**config.mk**
```make
export PLATFORM = sky130hd
export DESIGN_NAME = pc_mar_unit
export DESIGN_NICKNAME = d
export VERILOG_FILES = /design/src/rtl/pc_mar_pkg.sv /design/src/rtl/addr_reg.sv /design/src/rtl/page_join.sv /design/src/rtl/pc_next_sel.sv /design/src/rtl/mar_src_sel.sv /design/src/rtl/pc_mar_unit.sv
export SDC_FILE = /design/constraint.sdc
export NUM_CORES = 1
export LEC_CHECK = 0
export ABC_AREA = 0
export BUFFER_PORTS_ARGS = -buffer_cell sky130_fd_sc_hd__buf_4
export CAP_MARGIN = 15
export CORE_MARGIN = 2
export CORE_UTILIZATION = 45
export DETAILED_ROUTE_END_ITERATION = 8
export PLACE_DENSITY = 0.74
export SETUP_SLACK_MARGIN = 0.5
export SLEW_MARGIN = 20
export SYNTH_ARGS = -nofsm -noshare
export SYNTH_HDL_FRONTEND = slang
export SYNTH_SLANG_ARGS = --single-unit
```
**constraint.sdc**
```tcl
create_clock -name clk -period 1.7 [get_ports clk]
set_input_delay 0.425 -clock clk [delete_from_list [all_inputs] [get_ports clk]]
set_output_delay 0.425 -clock clk [all_outputs]
set_load 0.01 [all_outputs]
```
**src/rtl/pc_mar_pkg.sv**
```systemverilog
package pc_mar_pkg;
  typedef enum logic [1:0] {
    PCS_SEQ  = 2'd0,
    PCS_PAGE = 2'd1,
    PCS_REG  = 2'd2,
    PCS_BUS  = 2'd3
  } pc_src_e;

  typedef enum logic [1:0] {
    MAS_PAGE = 2'd0,
    MAS_BASE = 2'd1,
    MAS_TRAP = 2'd2,
    MAS_ZERO = 2'd3
  } mar_src_e;
endpackage

```
**src/rtl/addr_reg.sv**
```systemverilog
module addr_reg #(
  parameter int W = 16,
  parameter logic [W-1:0] RST_VAL = '0
) (
  input  logic         clk,
  input  logic         rst_n,
  input  logic         ld,
  input  logic [W-1:0] d,
  output logic [W-1:0] q
);
  always_ff @(posedge clk or negedge rst_n) begin
    if (!rst_n)  q <= RST_VAL;
    else if (ld) q <= d;
  end
endmodule

```
**src/rtl/page_join.sv**
```systemverilog
module page_join #(
  parameter int W      = 16,
  parameter int PAGE_W = 9
) (
  input  logic [W-1:0]      cur_pc,
  input  logic [PAGE_W-1:0] ofs,
  output logic [W-1:0]      tgt
);
  // Upper page bits from the PC, low bits from the instruction; no carry path.
  assign tgt = {cur_pc[W-1:PAGE_W], ofs};
endmodule

```
**src/rtl/pc_next_sel.sv**
```systemverilog
module pc_next_sel
  import pc_mar_pkg::*;
#(
  parameter int W = 16
) (
  input  logic [W-1:0] cur_pc,
  input  logic [W-1:0] page_tgt,
  input  logic [W-1:0] rf_val,
  input  logic [W-1:0] bus_val,
  input  logic [1:0]   sel,
  output logic [W-1:0] nxt
);
  logic [W-1:0] seq_pc;
  assign seq_pc = cur_pc + W'(1);

  always_comb begin
    unique case (pc_src_e'(sel))
      PCS_SEQ:  nxt = seq_pc;
      PCS_PAGE: nxt = page_tgt;
      PCS_REG:  nxt = rf_val;
      PCS_BUS:  nxt = bus_val;
      default:  nxt = seq_pc;
    endcase
  end
endmodule

```
**src/rtl/mar_src_sel.sv**
```systemverilog
module mar_src_sel
  import pc_mar_pkg::*;
#(
  parameter int W      = 16,
  parameter int OFS_W  = 6,
  parameter int TRAP_W = 8
) (
  input  logic [W-1:0]      page_tgt,
  input  logic [W-1:0]      rf_val,
  input  logic [OFS_W-1:0]  base_ofs,
  input  logic [TRAP_W-1:0] trap_vec,
  input  logic [1:0]        sel,
  output logic [W-1:0]      addr
);
  logic [W-1:0] base_sum;
  logic [W-1:0] trap_addr;

  // Unsigned offset, sum truncated to W bits (wraps modulo 2^W).
  assign base_sum  = rf_val + W'(base_ofs);
  assign trap_addr = W'(trap_vec);

  always_comb begin
    unique case (mar_src_e'(sel))
      MAS_PAGE: addr = page_tgt;
      MAS_BASE: addr = base_sum;
      MAS_TRAP: addr = trap_addr;
      MAS_ZERO: addr = '0;
      default:  addr = '0;
    endcase
  end
endmodule

```
**src/rtl/pc_mar_unit.sv**
```systemverilog
module pc_mar_unit #(
  parameter int W      = 16,
  parameter int PAGE_W = 9,
  parameter int OFS_W  = 6,
  parameter int TRAP_W = 8,
  parameter logic [W-1:0] PC_RESET = 16'h3000
) (
  input  logic         clk,
  input  logic         rst_n,
  input  logic [W-1:0] ir,
  input  logic [W-1:0] rf_val,
  input  logic [W-1:0] bus_val,
  input  logic [1:0]   pc_sel,
  input  logic         pc_ld,
  input  logic [1:0]   mar_sel,
  input  logic         mar_ld,
  output logic [W-1:0] pc_q,
  output logic [W-1:0] mar_q
);
  localparam int IR_USED = (PAGE_W > TRAP_W) ? ((PAGE_W > OFS_W) ? PAGE_W : OFS_W)
                                             : ((TRAP_W > OFS_W) ? TRAP_W : OFS_W);

  logic [W-1:0] page_tgt;
  logic [W-1:0] pc_d;
  logic [W-1:0] mar_d;

  generate
    if (IR_USED < W) begin : g_ir_hi
      logic unused_ir_hi;
      assign unused_ir_hi = ^ir[W-1:IR_USED];
    end
  endgenerate

  page_join #(.W(W), .PAGE_W(PAGE_W)) u_page (
    .cur_pc (pc_q),
    .ofs    (ir[PAGE_W-1:0]),
    .tgt    (page_tgt)
  );

  pc_next_sel #(.W(W)) u_pcsel (
    .cur_pc   (pc_q),
    .page_tgt (page_tgt),
    .rf_val   (rf_val),
    .bus_val  (bus_val),
    .sel      (pc_sel),
    .nxt      (pc_d)
  );

  mar_src_sel #(.W(W), .OFS_W(OFS_W), .TRAP_W(TRAP_W)) u_marsel (
    .page_tgt (page_tgt),
    .rf_val   (rf_val),
    .base_ofs (ir[OFS_W-1:0]),
    .trap_vec (ir[TRAP_W-1:0]),
    .sel      (mar_sel),
    .addr     (mar_d)
  );

  addr_reg #(.W(W), .RST_VAL(PC_RESET)) u_pc (
    .clk (clk), .rst_n (rst_n), .ld (pc_ld), .d (pc_d), .q (pc_q)
  );

  addr_reg #(.W(W), .RST_VAL('0)) u_mar (
    .clk (clk), .rst_n (rst_n), .ld (mar_ld), .d (mar_d), .q (mar_q)
  );
endmodule

```
# After elaboration in Yosys (flattened, before gate mapping)
# Index checks and enable logic that the tools add are counted.
totals:
  register_bits: 32
  in_bits: 56
  wordCells: 17
classes:
  add_sub_neg: 2
  eq_ne: 6
  muxes: 2
  n_bitwise: 1
  reduce_logical: 3
op_table:
  columns: ["op", "n"]
  rows:
  - ["$pmux 16 s4", 2]
  - ["$add 16x1->16 const B", 1]
  - ["$add 16x6->16", 1]
  - ["$eq 2x2->1 const B", 4]
  - ["$eq 2x1->1 const B", 2]
  - ["$logic_not 2->1", 2]
  - ["$reduce_and 2->1", 1]
  - ["$not 1->1", 1]

# Longest topological paths before layout
# Gate-level depths: netlist of run 1.
logic_depth:
  ltp_word: 3
  mapped_depth: 7
  depth_no_buf: 7

# Modules after synthesis
# Synthesis of run 1 repeated with hierarchy kept, for this count alone.
hier_totals:
  cells_unflattened: 258
  hier_area_um2: 2866.5
by_module_without_submodules:
  columns: ["module", "instances", "cells_per_inst", "area_per_inst_um2"]
  rows:
  - ["mar_src_sel", 1, 109, 782.0]
  - ["pc_next_sel", 1, 65, 663.1]
  - ["addr_reg at u_pc", 1, 34, 651.9]
  - ["addr_reg at u_mar", 1, 34, 649.4]
  - ["page_join", 1, 16, 120.1]

# Least setup slack after synthesis of run 1
# OpenSTA, ideal clock, no wires.
synth_timing:
  kind: "input -> register"
  from: "in ir[0]"
  to: "reg u_mar.q[8]"
  setup_time_ns: 0.104
  t_arrival_ns: 1.914
  t_required_ns: 1.596
  setup_slack_ns: -0.318
  path_stages: 7
  path_buffers: 0
  cell_sequence: "ha_1 fa_1 a211oi_1 o21ai_2 nand3_1 xor2_1 o41ai_2"
synth_via:
  elab_chain_cells: 2
synth_lines:
  columns: ["item", "line_no", "rtl"]
  rows:
  - ["start: declaration", "pc_mar_unit.sv:10", "input logic [W-1:0] ir,"]
  - ["$add 16x6->16", "mar_src_sel.sv:19", "assign base_sum = rf_val + W'(base_ofs);"]
  - ["$pmux 16 s4", "mar_src_sel.sv:23", "unique case (mar_src_e'(sel))"]
  - ["end signal: assignment", "addr_reg.sv:12", "if (!rst_n) q <= RST_VAL;"]
  - ["end signal: assignment", "addr_reg.sv:13", "else if (ld) q <= d;"]
  - ["end: declaration", "addr_reg.sv:9", "output logic [W-1:0] q"]
# No other way between the ends.
# A chain may end at the register's enable or synchronous reset.

# Final worst setup path of run 1
layout_timing:
  from: "reg u_pc.q[0]"
  to: "reg u_pc.q[8]"
layout_via:
  elab_chain_cells: 2
layout_lines:
  columns: ["item", "line_no", "rtl"]
  rows:
  - ["start: declaration", "addr_reg.sv:9", null]
  - ["start signal: assignment", "addr_reg.sv:12", null]
  - ["start signal: assignment", "addr_reg.sv:13", null]
  - ["$add 16x1->16", "pc_next_sel.sv:14", "assign seq_pc = cur_pc + W'(1);"]
  - ["$pmux 16 s4", "pc_next_sel.sv:17", "unique case (pc_src_e'(sel))"]
# No other way between the ends.

==> reports/qor.csv, run 1 <==
stage,metric,value,unit
run_status,run status,completed,
setup_path,Worst Setup SP,u_pc.q[0]$_DFFE_PN0P_,
clock_network,"Clk pin slew, worst setup/hold paths",0.07,ns
routing,ANT nets after route,0,
finish,Multi-input gate area,1810,um2
setup_path,"Buf+Inv Stages, Crit Path",1,
logic_synthesis,Synth Flop Type,dfrtp_1,
routing,metal2 WL,4560,um
min_path,Hold Path Class,in2async,
routing,Pre-Repair DR Iteration Count,5,
timing,RSZ-0062 raised after global routing,true,
placed_design,number of port buffers,80,
setup_path,critical path type,reg2reg,
setup_path,WP data arrival,1.90,ns
logic_synthesis,complex-gate fraction of the synthesized area,23.3,%
power,switch share,34.0,%
placed_design,placed cell count,431,
timing,Worst Tran Pin Value,0.499,ns
power,Peak VDD IR,0.453,mV
timing,Max Clk Rate,591,MHz
routing,Via-to-Cell Ratio,5.81,
logic_synthesis,synthesized area,2410,um2
timing,min cycle time layout,1.69,ns
clock_network,clock root buffer,clkbuf_8,
logic_synthesis,Post-synth EDFFs,0,
finish,Fillers,338,
clock_network,clock sinks,32,
timing,Pins Over Slew Limit,0,
setup_path,crit path max-delay cell type,dfrtp_2,
power,leakage power,0.00186,uW
finish,Finished Core Util,80.9,%
logic_synthesis,count of mapped cells out of synthesis,269,
clock_network,Hold Buf Count CTS,0,
timing,TNS Setup,0,ns
timing,clk_skew,0.00521,ns
grt,largest net degree at the start of global routing,33,
die,I/O pin count,88,
finish,layout cells sized above 1,56.1,%
routing,met3 WL post-DR,495,um
routing,Routed WL,9050,um
logic_synthesis,post-synthesis mux area share,9.50,%
setup_path,Critical Path Max Stage Delay,0.43,ns
die,Starting Density,46.9,%
routing,drt drc,0,
finish,Final Instance Count excl. Fillers,487,
setup_path,worst reg2reg path startpoint,u_pc.q[0]$_DFFE_PN0P_,
timing,final setup fails,0,
grt,initial antenna violation count,0,
logic_synthesis,Post-Synth Adder-Cell Area,4.47,%
logic_synthesis,Post-Syn Nets,333,
logic_synthesis,Post-synth ARST share,100,%
timing,Max-slew headroom,66.8,%
power,Clock power frac,19.9,%
clock_network,Max Buffers Root-to-Sink,2,
routing,Vias,2828,
setup_path,Crit path required time,1.91,ns
grt,GRT overflow,0,
clock_network,CTS tree,yes,
finish,Layout area overhead,72.6,%
placed_design,DPL Wire Length,5710,um
routing,met1 WL,3800,um
run,Max-cap violations,0,
clock_network,cts bufs inserted,5,
placed_design,Final GP Congestion,0.877,
logic_synthesis,"Avg Cell Area, Syn",8.96,um2
routing,WL/cell,18.6,um
power,sequential power share,33.0,%
die,die height,77.2,um
power,Logic pwr share,47.1,%
logic_synthesis,main combinational cell family by area after synthesis,compound AO/OA/AOI/OAI gates,
logic_synthesis,"FF+latch count, synth",32,
logic_synthesis,Synth cell types,53,
grt,first-pass GRT wire length,13300,um
finish,Nets,480,
routing,top layer in use,met4,
grt,aggregate global-route resource usage,28.2,%
routing,DRT iter0 DRCs,211,
power,P_int,2000,uW
setup_path,CP cell instances,ha_4 > and3_4 > and3_4 > buf_6 > o21ai_0 > a22o_1,
die,row count,26,
logic_synthesis,synth warn,0,
setup_path,crit path capture type,flip-flop,
timing,fin crit share,99.6,%
finish,ANT cells,0,
logic_synthesis,Post-Synth Simple-Gate Area,20.9,%
power,Cell Pwr Density,727,nW/um2
timing,Final Hold Fails,0,
die,core area,5140,um2
clock_network,# H-tree levels,2,
die,die span in x,77.2,um
grt,vias in the first global route,2648,
clock_network,later-pin clock latency in the skew report,0.28,ns
logic_synthesis,Synth Area in XOR/XNOR,4.72,%
setup_path,most frequent CP cell,and3_4,
setup_path,Crit path max-delay family,compound AO/OA/AOI/OAI gates,
die,die area,5960,um2
logic_synthesis,"Seq/Total Area, Yosys",33.3,%
setup_path,CP max FO,5,
finish,register area,817,um2
power,P_sw,1030,uW
setup_path,type of origin of the critical path,flip-flop,
-- cell type report --
type,instances,share of cell area (%)
multi-input cells,217,43.6
well taps,70,2.11
repair buffers,153,31.7
clock buffers,8,2.17
inverters,7,0.812
flip-flops and latches,32,19.6
-- kinds of logic after synthesis --
logic type | Yosys count
compound gates | 85
mux | 16
fa+ha+maj | 8
simple gates | 95
buf+inv | 20
flops | 32
xor+xnor | 13
-- Yosys cell counts, types with 2 or more instances --
master,n,share of area (%)
o21ai_0,19,3.9
nor2b_1,5,1.3
a211oi_1,2,0.62
nand2_1,21,3.3
and3_1,10,2.6
mux4_2,5,4.7
a41oi_1,2,0.73
nand4_1,2,0.52
ha_1,7,3.6
buf_2,4,0.83
and2_1,2,0.52
mux2i_1,6,2.5
a21o_1,2,0.62
o22a_1,4,1.5
xor2_1,13,4.7
nand3_1,17,3.5
nand2b_1,4,1.0
clkbuf_1,7,1.1
nor3_1,2,0.42
inv_1,5,0.78
a221oi_1,5,1.8
a31oi_1,7,1.8
a22o_1,4,1.5
dfstp_2,2,2.2
nor2_1,23,3.6
mux2_2,5,2.3
a22oi_1,2,0.62
o22ai_1,4,1.0
and3_4,3,1.4
a21oi_1,23,4.8
dfrtp_1,30,31
-- path summary, 6_finish.rpt --
kind	end	slack, ns	cells after the start
min in group clk	u_mar.q[8]$_DFFE_PN0P_	0.37	2
max	u_pc.q[8]$_DFFE_PN0P_	0.007	6
max reg2reg	u_pc.q[8]$_DFFE_PN0P_	0.007	6
min	u_pc.q[0]$_DFFE_PN0P_	0.06	1
min reg2reg	u_mar.q[10]$_DFFE_PN0P_	0.53	2
max in group asynchronous	u_pc.q[13]$_DFFE_PN1P_	1.31	1
-- layout by cell type, fill, tap and decap left out, types with 10 or more instances in the layout --
cell,n
dfrtp_2,11
buf_6,43
nand3_1,12
xor2_1,13
a21oi_1,21
dfrtp_1,19
nand2_1,14
nor2_1,21
buf_4,109
o21ai_0,10
-- per-stage QoR --
| stage | area [um2] | hold WS, ns | setup WS, ns | total power (uW) |
|---|---|---|---|---|
| 6_report | 4160 | 0.0580 | 0.00719 | 3020 |
| 5_1_grt | 4160 | 0.0885 | -0.00993 | 3160 |
| 4_1_cts | 3940 | 0.0784 | 0.0245 | 2860 |
| 3_5_place_dp | 3380 | 0.382 | -0.289 | 1960 |
| 3_3_place_gp | 3380 | 0.392 | -0.268 | 1940 |
| 2_1_floorplan | 2620 | 0.129 | -0.0754 | 1500 |
-- registers in the layout, summed over array words and instances (netlist names) --
register  flops
u_pc.q       16
u_mar.q      16
-- timing repair --
action	in CTS	in global routing
endpoints found under the setup margin	63	64
pin swaps	30	19
setup buffers	36	12
gates resized for setup	55	28
-- power by group through the flow --
stage	logic (uW)	clock network (uW)	registers [uW]
final	1430	603	997
after detailed placement	931	0	1030
after CTS	1260	608	995
after global placement	922	0	1020
after global routing	1510	648	1010
after floorplan	446	0	1060
-- routing by layer --
metal / global-route usage, % / vias up
li1: - / 1313
met1: 38.4 / 1355
met2: 45.7 / 133
met3: 4.47 / 27
met4: 9.64 / 0
met5: 0 / -
No activity file was read; power rests on OpenSTA's default activity.
==> run 2: changes to the inputs <==
--- a/config.mk
+++ b/config.mk
@@ -9,11 +9,12 @@
 export BUFFER_PORTS_ARGS = -buffer_cell sky130_fd_sc_hd__buf_4
 export CAP_MARGIN = 15
 export CORE_MARGIN = 2
-export CORE_UTILIZATION = 45
+export CORE_UTILIZATION = 47
 export DETAILED_ROUTE_END_ITERATION = 8
 export PLACE_DENSITY = 0.74
 export SETUP_SLACK_MARGIN = 0.5
 export SLEW_MARGIN = 20
 export SYNTH_ARGS = -nofsm -noshare
 export SYNTH_HDL_FRONTEND = slang
+export SYNTH_HIERARCHICAL = 1
 export SYNTH_SLANG_ARGS = --single-unit
==> run 2 against run 1 <==
The flow now finishes with violations (setup timing). Clock skew is 0.0034 ns higher. Hold slack hardly changed. Total power is 27% higher. Fmax is 9.4% lower. Highest routed layer unchanged. Flip-flop and latch count stayed put. Die area is 13% higher.
==> reports/qor.csv, run 2 <==
stage,metric,value,unit
setup_path,CP cell instances,buf_8 > ha_4 > inv_2 > fa_2 > nor2b_4 > o31a_4 > buf_4 > o21ai_2 > nand4_1 > o311ai_1 > mux2_4,
setup_path,WP data arrival,2.06,ns
setup_path,type of origin of the critical path,input pin,
grt,aggregate global-route resource usage,27.7,%
run,Max-cap violations,0,
run_status,failing checks,setup timing,
finish,Layout area overhead,64.1,%
logic_synthesis,complex-gate fraction of the synthesized area,10.0,%
die,row count,28,
logic_synthesis,count of mapped cells out of synthesis,258,
logic_synthesis,Synth top area share,26.2,%
clock_network,Hold Buf Count CTS,0,
placed_design,placed cell count,434,
routing,ANT nets after route,0,
timing,clk_skew,0.00863,ns
die,core area,5920,um2
logic_synthesis,Synth Flop Type,dfrtp_1,
placed_design,number of port buffers,80,
clock_network,clock root buffer,clkbuf_8,
placed_design,Final GP Congestion,0.878,
logic_synthesis,synthesized area,2870,um2
logic_synthesis,synth warn,6,
die,die span in x,82.1,um
timing,Max Clk Rate,535,MHz
finish,Fillers,338,
logic_synthesis,Post-Synth Adder-Cell Area,3.75,%
finish,Final Instance Count excl. Fillers,475,
setup_path,critical path type,in2reg,
logic_synthesis,Post-Synth Simple-Gate Area,12.4,%
timing,PnR worst setup slack,-0.168,ns
logic_synthesis,"Seq/Total Area, Yosys",28.0,%
grt,vias in the first global route,2723,
logic_synthesis,Post-Syn Nets,322,
clock_network,later-pin clock latency in the skew report,0.30,ns
clock_network,# H-tree levels,2,
logic_synthesis,"FF+latch count, synth",32,
setup_path,crit path capture type,flip-flop,
finish,Multi-input gate area,2210,um2
logic_synthesis,"top cells by area, synth","dfrtp_1, mux4_2, mux2_4",
timing,fin crit share,110,%
grt,initial antenna violation count,0,
placed_design,DP Worst Slack,-0.474,ns
grt,largest net degree at the start of global routing,33,
die,die area,6740,um2
grt,first-pass GRT wire length,13800,um
timing,Max-slew headroom,72.1,%
die,die height,82.1,um
logic_synthesis,post-synthesis mux area share,29.8,%
logic_synthesis,main combinational cell family by area after synthesis,multiplexers,
timing,final setup fails,23,
power,Peak VDD IR,0.453,mV
logic_synthesis,dominant cell type by area after synthesis,dfrtp_1,
routing,WL/cell,20.8,um
finish,register area,816,um2
timing,TNS Setup,-2.86,ns
clock_network,clock sinks,32,
setup_path,crit path max-delay cell type,fa_2,
setup_path,CP max FO,7,
clock_network,cts bufs inserted,5,
routing,Pre-Repair DR Iteration Count,4,
finish,ANT cells,0,
die,I/O pin count,88,
logic_synthesis,Post-synth ARST share,100,%
logic_synthesis,Post-synth EDFFs,0,
timing,min cycle time layout,1.87,ns
routing,Via-to-Cell Ratio,5.82,
timing,Pins Over Slew Limit,0,
min_path,Hold Path Class,in2async,
power,overall power,3840,uW
clock_network,Max Buffers Root-to-Sink,2,
power,Cell Pwr Density,816,nW/um2
clock_network,"Clk pin slew, worst setup/hold paths",0.08,ns
run_status,run status,"complete, but fails checks",
finish,"most common cell after layout, fill and taps aside",buf_4,
finish,top flop regs,"u_mar/q x16, u_pc/q x16",
routing,drt drc,0,
logic_synthesis,synth cell count leaders,"dfrtp_1, mux2_4, nor2_1",
finish,most frequent cells in the layout,"buf_4, buf_6, mux2_4",
logic_synthesis,"Avg Cell Area, Syn",11.1,um2
setup_path,Critical Path Max Stage Delay,0.37,ns
routing,DRT iter0 DRCs,222,
routing,Vias,2763,
setup_path,Crit path required time,1.89,ns
finish,Nets,463,
timing,Final Hold Fails,0,
logic_synthesis,Synth Area in XOR/XNOR,7.03,%
placed_design,DPL Wire Length,6020,um
timing,Worst Tran Pin Value,0.419,ns
routing,Routed WL,9860,um
die,Starting Density,48.4,%
timing,Fin Hold WS,0.0584,ns
clock_network,CTS tree,yes,
logic_synthesis,Synth cell types,52,
finish,layout cells sized above 1,74.3,%
grt,GRT overflow,0,
logic_synthesis,most common cell in the netlist,dfrtp_1,
timing,RSZ-0062 raised after global routing,true,
power,leakage power,0.00213,uW
## run 2: cell count changes after synthesis, moves of 7 or more
cell	previous run	this run
a31oi_1	7	0
buf_4	1	16
xnor2_1	0	10
nand2_1	21	10
nand3_1	17	7
and3_1	10	1
mux2_4	0	20
a21oi_1	23	1
o21ai_0	19	7
mux2_2	5	14
mux4_2	5	14
## run 2: cell families (layout without fill, tap and decap cells)
kind of cell / after synthesis / in the layout
buf+inv: 39 / 181
flops: 32 / 32
fa+ha+maj: 8 / 8
compound gates: 38 / 38
xor+xnor: 23 / 23
simple gates: 62 / 62
mux: 56 / 56
## run 2: layout make-up
cell class / instances / share of cell area [%]
multi-input combinational: 187 / 47.0
clock inverter: 2 / 0.745
clock buffer: 6 / 1.54
inverter: 10 / 0.798
sequential: 32 / 17.3
tap: 75 / 2.00
timing repair buffer: 163 / 30.6
## run 2: final timing paths
kind / startpoint / endpoint / slack [ns] / cells past startpoint
worst min register to register: u_mar/q[7]$_DFFE_PN0P_ / u_mar/q[7]$_DFFE_PN0P_ / 0.54 / 1
worst min-delay path: rst_n / u_mar/q[6]$_DFFE_PN0P_ / 0.06 / 1
min in group clk: u_mar/q[7]$_DFFE_PN0P_ / u_mar/q[7]$_DFFE_PN0P_ / 0.54 / 1
max in group asynchronous: rst_n / u_pc/q[5]$_DFFE_PN0P_ / 1.32 / 1
worst max register to register: u_pc/q[0]$_DFFE_PN0P_ / u_pc/q[14]$_DFFE_PN0P_ / -0.16 / 7
worst max-delay path: ir[0] / u_mar/q[6]$_DFFE_PN0P_ / -0.17 / 11
## run 2: power by group
| group | internal (uW) | total [uW] | switching [uW] |
|---|---|---|---|
| registers | 920 | 1070 | 153 |
| logic | 1200 | 2020 | 820 |
| clock network | 435 | 751 | 315 |
## run 2: critical path: cells and delay by family
family | cells | cell delay (ns)
buffers and inverters | 3 | 0.25
AOI/OAI and AO/OA | 3 | 0.36
and+or+nand+nor | 2 | 0.24
adders and majority gates | 2 | 0.51
muxes | 1 | 0.28
## run 2: through the flow
step           cell area [um2]  utilization [%]
6_report                  4700             79.4
5_1_grt                   4700             79.4
4_1_cts                   4370             73.8
3_5_place_dp              3880             65.5
3_3_place_gp              3880             65.5
2_1_floorplan             3090                -
## run 2: routing by layer
layer | track usage [%] | vias up | part of all wire, %
met2 | 45.9 | 133 | 50
met3 | 5.22 | 41 | 6.5
met1 | 34.8 | 1371 | 39
li1 | - | 1218 | -
met5 | 0 | - | 0
met4 | 13.3 | 0 | 4.4
## run 2: timing repair
action | 4_1_cts | 5_1_grt
endpoints found under the setup margin | 63 | 64
resized for setup | 71 | 35
setup buffers | 12 | 21
cloned | 0 | 0
hold endpoints to repair | 0 | 0
pin swaps | 34 | 17
